===== src/rtl/wt_store_buffer.sv =====
module wt_store_buffer #(
  parameter int AW = 32,
  parameter int CW = 16
) (
  input  logic          clk,
  input  logic          rst_n,
  input  logic          wr_valid,
  input  logic [AW-1:0] wr_addr,
  input  logic [31:0]   wr_data,
  input  logic [3:0]    wr_be,
  output logic          wr_stall,
  output logic [AW-1:0] cache_lookup_addr,
  input  logic          cache_hit,
  output logic          cache_upd_en,
  output logic [AW-1:0] cache_upd_addr,
  output logic [31:0]   cache_upd_data,
  output logic [3:0]    cache_upd_be,
  output logic          mem_valid,
  output logic [AW-1:0] mem_addr,
  output logic [31:0]   mem_data,
  output logic [3:0]    mem_be,
  input  logic          mem_ready,
  output logic [CW-1:0] stall_count
);

  logic          full;
  logic          take;
  logic [AW-1:0] e_addr;
  logic [31:0]   e_data;
  logic [3:0]    e_be;

  assign take     = wr_valid & (~full | mem_ready);
  assign wr_stall = wr_valid & full & ~mem_ready;

  assign cache_lookup_addr = wr_addr;

  assign mem_valid = full;
  assign mem_addr  = e_addr;
  assign mem_data  = e_data;
  assign mem_be    = e_be;

  assign cache_upd_addr = e_addr;
  assign cache_upd_data = e_data;
  assign cache_upd_be   = e_be;

  always_ff @(posedge clk) begin
    if (!rst_n) begin
      full         <= 1'b0;
      cache_upd_en <= 1'b0;
      stall_count  <= '0;
      e_addr       <= '0;
      e_data       <= '0;
      e_be         <= '0;
    end else begin
      full         <= take | (full & ~mem_ready);
      cache_upd_en <= take & cache_hit;
      if (wr_stall) stall_count <= stall_count + 1'b1;
      if (take) begin
        e_addr <= wr_addr;
        e_data <= wr_data;
        e_be   <= wr_be;
      end
    end
  end

endmodule


===== config.mk =====
export PLATFORM = sky130hd
export DESIGN_NAME = wt_store_buffer
export DESIGN_NICKNAME = d
export VERILOG_FILES = /design/src/rtl/wt_store_buffer.sv
export SDC_FILE = /design/constraint.sdc
export NUM_CORES = 1
export LEC_CHECK = 0
export BUFFER_PORTS_ARGS = -buffer_cell sky130_fd_sc_hd__buf_4
export CORE_AREA = 2 2 102 104
export DETAILED_ROUTE_END_ITERATION = 7
export DIE_AREA = 0 0 104 106
export PLACE_DENSITY = 0.76
export SYNTH_ARGS = -nofsm -noshare
export SYNTH_HDL_FRONTEND = slang
export SYNTH_SLANG_ARGS = --single-unit

===== constraint.sdc =====
create_clock -name clk -period 3.6 [get_ports clk]
set_input_delay 0.72 -clock clk [delete_from_list [all_inputs] [get_ports clk]]
set_output_delay 0.72 -clock clk [all_outputs]
set_load 0.01 [all_outputs]

== Word level (Yosys, flattened, before mapping) ==
Index checks and enable logic that the tools add are counted.

* Flip-flop bits (word level): 86
* Input port bits: 73
* Word-level logic and storage cells: 16

* $add $sub $neg: 1
* Bitwise gates (word level): 9

{| class="wikitable"
|+ Operators with widths
! cell !! number
|-
| $add A16 B1 Y16 const B || 1
|-
| $and A1 B1 Y1 || 5
|-
| $not A1 Y1 || 2
|-
| $or A1 B1 Y1 || 2
|}

== Depth between registers and ports, before layout ==
* Depth after elaboration: 4
* Depth in mapped cells: 7
* Depth with buffers taken out: 5

== Least setup slack after synthesis ==
OpenSTA, ideal clock, no wires.

* Kind: input to register
* Start point: in mem_ready
* End point: reg e_addr[20] (netlist: cache_upd_addr[20])
* Arrival: 1.861 ns
* Path slack: 1.669 ns
* Cell stages on the path: 7
* Path buffers: 3
* Cell sequence: nand2b_1 and2_1 clkbuf_1 clkbuf_1 buf_1 nand2_1 a21oi_1

* Word-level cells in the longest chain between the ends: 2

{| class="wikitable"
|+ Ends and longest elaborated chain
! what !! RTL line !! RTL
|-
| start: declaration || 22 || <nowiki>input logic mem_ready,</nowiki>
|-
| $or A1 B1 Y1 || 32 || <nowiki>assign take = wr_valid & (~full | mem_ready);</nowiki>
|-
| $and A1 B1 Y1 || 32 ||
|-
| end signal: assignment || 59 || <nowiki>e_addr <= wr_addr;</nowiki>
|-
| end: declaration || 28 || <nowiki>logic [AW-1:0] e_addr;</nowiki>
|}

No other way between the ends.
A chain may end at the register's enable or synchronous reset.

== Worst setup path in the final report ==
* Start point: in mem_ready
* End point: out wr_stall

* Word-level cells in the longest chain between the ends: 2

{| class="wikitable"
|+ Ends and longest elaborated chain
! what !! RTL line !! RTL
|-
| $not A1 Y1 || 33 || <nowiki>assign wr_stall = wr_valid & full & ~mem_ready;</nowiki>
|-
| $and A1 B1 Y1 || 33 ||
|-
| end: declaration || 11 || <nowiki>output logic wr_stall,</nowiki>
|}

No other way between the ends.

==> metrics.csv <==
stage,metric,value,unit
outcome,status,completed,
clocking,numCtsBuffers,9,
cells_and_area,fin_util,54.2,%
timing,clock.fmax,0.467,GHz
clocking,insertion_delay,0.35,ns
clocking,cts_buffer_depth,2,
detailed_routing,viasPerCell,4.61,
hold_path,worst_hold_path_type,reg2reg,
global_route,antenna_found_initial,0,
timing,rsz0062_at_grt,false,
power,vdd_drop_max,0.000198,V
timing,fin_crit_sh,59.5,%
logic_synthesis,synthAdderAreaFrac,0.323,%
logic_synthesis,yosys-mux-area-fraction,0.776,%
logic_synthesis,synth_cells,486,
timing,fin_crit,2.14,ns
cells_and_area,mostFrequentLayoutCell,buf_4,
setup_path,critPathMaxFanout,9,
global_route,grt_pass1_vias,3304,
floorplanning,floorplan.initialDensity,38.7,%
logic_synthesis,ys_seq_area_share,44.5,%
clocking,cts_resized,0,
setup_path,cp_slowest_cell,and3b_1,
logic_synthesis,synth_area_per_cell,7.96,sq um
clocking,cts_hold_buf,0,
clocking,ctsRootBufferMaster,clkbuf_8,
setup_path,reg2reg_setup_slack,1.69,ns
job,maxCapViolations,0,
setup_path,worst-setup-path-type,in2out,
global_route,grt_pass1_wl,15.3,mm
cells_and_area,insertedDiodeCount,0,
setup_path,worstPathRequired,2.88,ns
clocking,post-cts-setup-buffers,0,
logic_synthesis,synth_top_family_by_area,buffers and inverters,
setup_path,timing.rr.start,stall_count[2]$_SDFFE_PN0P_,
clocking,cts.sinks,86,
global_route,track_usage,16.8,%
placed_design,hpwl,7.75,mm
floorplanning,floorplan.rows,37,
cells_and_area,num-nets-final,709,
timing,finalMaxSlewViolations,0,
detailed_routing,drtIter0Drc,93,
clocking,clk_pin_slew,0.07,ns
timing,tns,0,ns
detailed_routing,routed_wl,10.1,mm
setup_path,slowest_delay,0.40,ns
setup_path,reg2reg_depth,4,
setup_path,r2r-end,stall_count[15]$_SDFFE_PN0P_,
detailed_routing,antenna_left,0,
setup_path,crit_top_cell,buf_4,
setup_path,cp.arrival,1.42,ns
floorplanning,coreArea,10000,sq um
clocking,cts_tree,built,
floorplanning,io_pins,260,
timing,tightestPinTransition,0.794,ns
detailed_routing,wl_per_cell,13.1,microns
logic_synthesis,synth-xor-area-share,2.04,%
logic_synthesis,ys_ff_latch,86,
power,leakagePower,2.60,nW
hold_path,hp-start,cache_upd_addr[15]$_SDFFE_PN0P_,
timing,setup_violations,0,
clocking,h-tree-depth,3,
logic_synthesis,synth_area,3870,sq um
timing,layout_setup_ws,1.46,ns
hold_path,min_path_cells,2,
cells_and_area,layout_common_cells,"263 x buf_4, 142 x nand2_1, 86 x dfxtp_1",
floorplanning,die-area,11000,sq um
timing,slew_headroom,46.9,%
detailed_routing,drc,0,
global_route,grt_overflow,0,
setup_path,worstPathBufferInverterCount,2,
logic_synthesis,yosysUniqueCellTypes,30,
setup_path,path_cells,buf_4 -> and3b_1 -> buf_4,
power,power.density,415,nW/um^2
timing,hold_viol,0,
timing,finalClockSkew,0.00696,ns
cells_and_area,drive_above_1_share,44.8,%
detailed_routing,via_count,3575,
setup_path,cp_top_family,simple AND/OR/NAND/NOR gates,
global_route,grt_max_degree,45,
setup_path,startpoint_type,input port,
logic_synthesis,syn-num-nets,560,
placed_design,pre_cts_ws,1.26,ns
logic_synthesis,synth_warnings,0,
setup_path,cp-end-kind,primary output,
hold_path,holdPathEnd,cache_upd_addr[15]$_SDFFE_PN0P_,
floorplanning,die_x,104,microns
power,power,0.00225,W
logic_synthesis,synth_compound_gate_area_share,10.0,%
placed_design,place.gp.congestion,0.757,
detailed_routing,drtPass1Iterations,5,
cells_and_area,area_growth,40.1,%
placed_design,portBuffers,259,
logic_synthesis,synth-simple-area-share,20.1,%
floorplanning,fp.dieH,106,microns
layer usage:
metal,vias up,wire length (microns),GRT usage (%),part of all wire (%)
met5,-,0,0,0
met4,0,152,7.05,1.5
met3,13,767,4.17,7.6
met2,150,5310,31.2,52
met1,1656,3910,18.3,39
li1,1756,-,-,-
state kept, by name (all words and copies together), names as in the netlist:
name            count
stall_count        16
cache_upd_addr     32
mem_valid           1
cache_upd_en        1
cache_upd_be        4
cache_upd_data     32
final cells by class:
| type | instances | area, sq um |
|---|---|---|
| multi-input cells | 271 | 1290 |
| flip-flops and latches | 86 | 1720 |
| clock buffers | 13 | 159 |
| repair buffers | 263 | 1970 |
| inverters | 4 | 15.0 |
| fillers | 938 | 4580 |
| well taps | 136 | 170 |
| clock inverters | 3 | 90.1 |
tightest hold or removal path, delay by kind of cell (launching register included):
kind,cells,cell delay [ns]
AND/OR/NAND/NOR,1,0.06
flip-flops,1,0.32
AO/OA/AOI/OAI,1,0.05
worst max path at each step:
stage                     startpoint                               to  slack [ns]  cells after the start
after detailed placement   mem_ready     cache_upd_be[0]$_SDFFE_PN0P_        1.26                      6
after floorplan            mem_ready  cache_upd_addr[20]$_SDFFE_PN0P_        1.67                      7
final                      mem_ready                         wr_stall        1.46                      3
after global routing       mem_ready                         wr_stall        1.41                      3
after CTS                  mem_ready                         wr_stall        1.45                      3
after global placement     mem_ready  cache_upd_addr[10]$_SDFFE_PN0P_        1.32                      6
cell families (layout without fill, tap and decap cells):
group	count (synthesis)	in the layout
and+or+nand+nor	181	181
AOI/OAI and AO/OA	77	77
DFF	86	86
xor gates and xnor gates	9	9
buffers and inverters	129	283
adders and majority gates	1	1
muxes	3	3
cell usage after synthesis (all sizes together):
cell type,number,area [sq um]
nor3,2,10.0
mux2i,3,30.0
and2,2,12.5
clkbuf,20,75.1
ha,1,12.5
xor2,5,43.8
nand4,4,40.0
or4,1,7.51
xnor2,4,35.0
and3b,1,8.76
o31ai,1,7.51
nand3,4,20.0
nand2,143,537
inv,4,15.0
nor2,10,37.5
a21oi,73,365
and4,1,10.0
o21ai,3,15.0
nand4b,1,8.76
dfxtp,86,1720
nor4,3,18.8
buf,105,771
and3,2,13.8
or3,4,33.8
nand2b,3,18.8
where the power goes:
group	internal (W)	leakage, nW	switching [W]
logic	0.000207	1.77	0.000183
registers	0.000997	0.705	0.0000387
clock network	0.000500	0.124	0.000325
per-stage QoR:
| stage | std cells | area (sq um) | hold WS [ns] |
|---|---|---|---|
| 2_1_floorplan | 486 | 3870 | 0.493 |
| 3_3_place_gp | 760 | 5170 | 0.459 |
| 3_5_place_dp | 760 | 5170 | 0.461 |
| 4_1_cts | 776 | 5420 | 0.472 |
| 5_1_grt | 776 | 5420 | 0.503 |
| 6_report | 776 | 5420 | 0.476 |
Power figures use the tool's default switching activity.
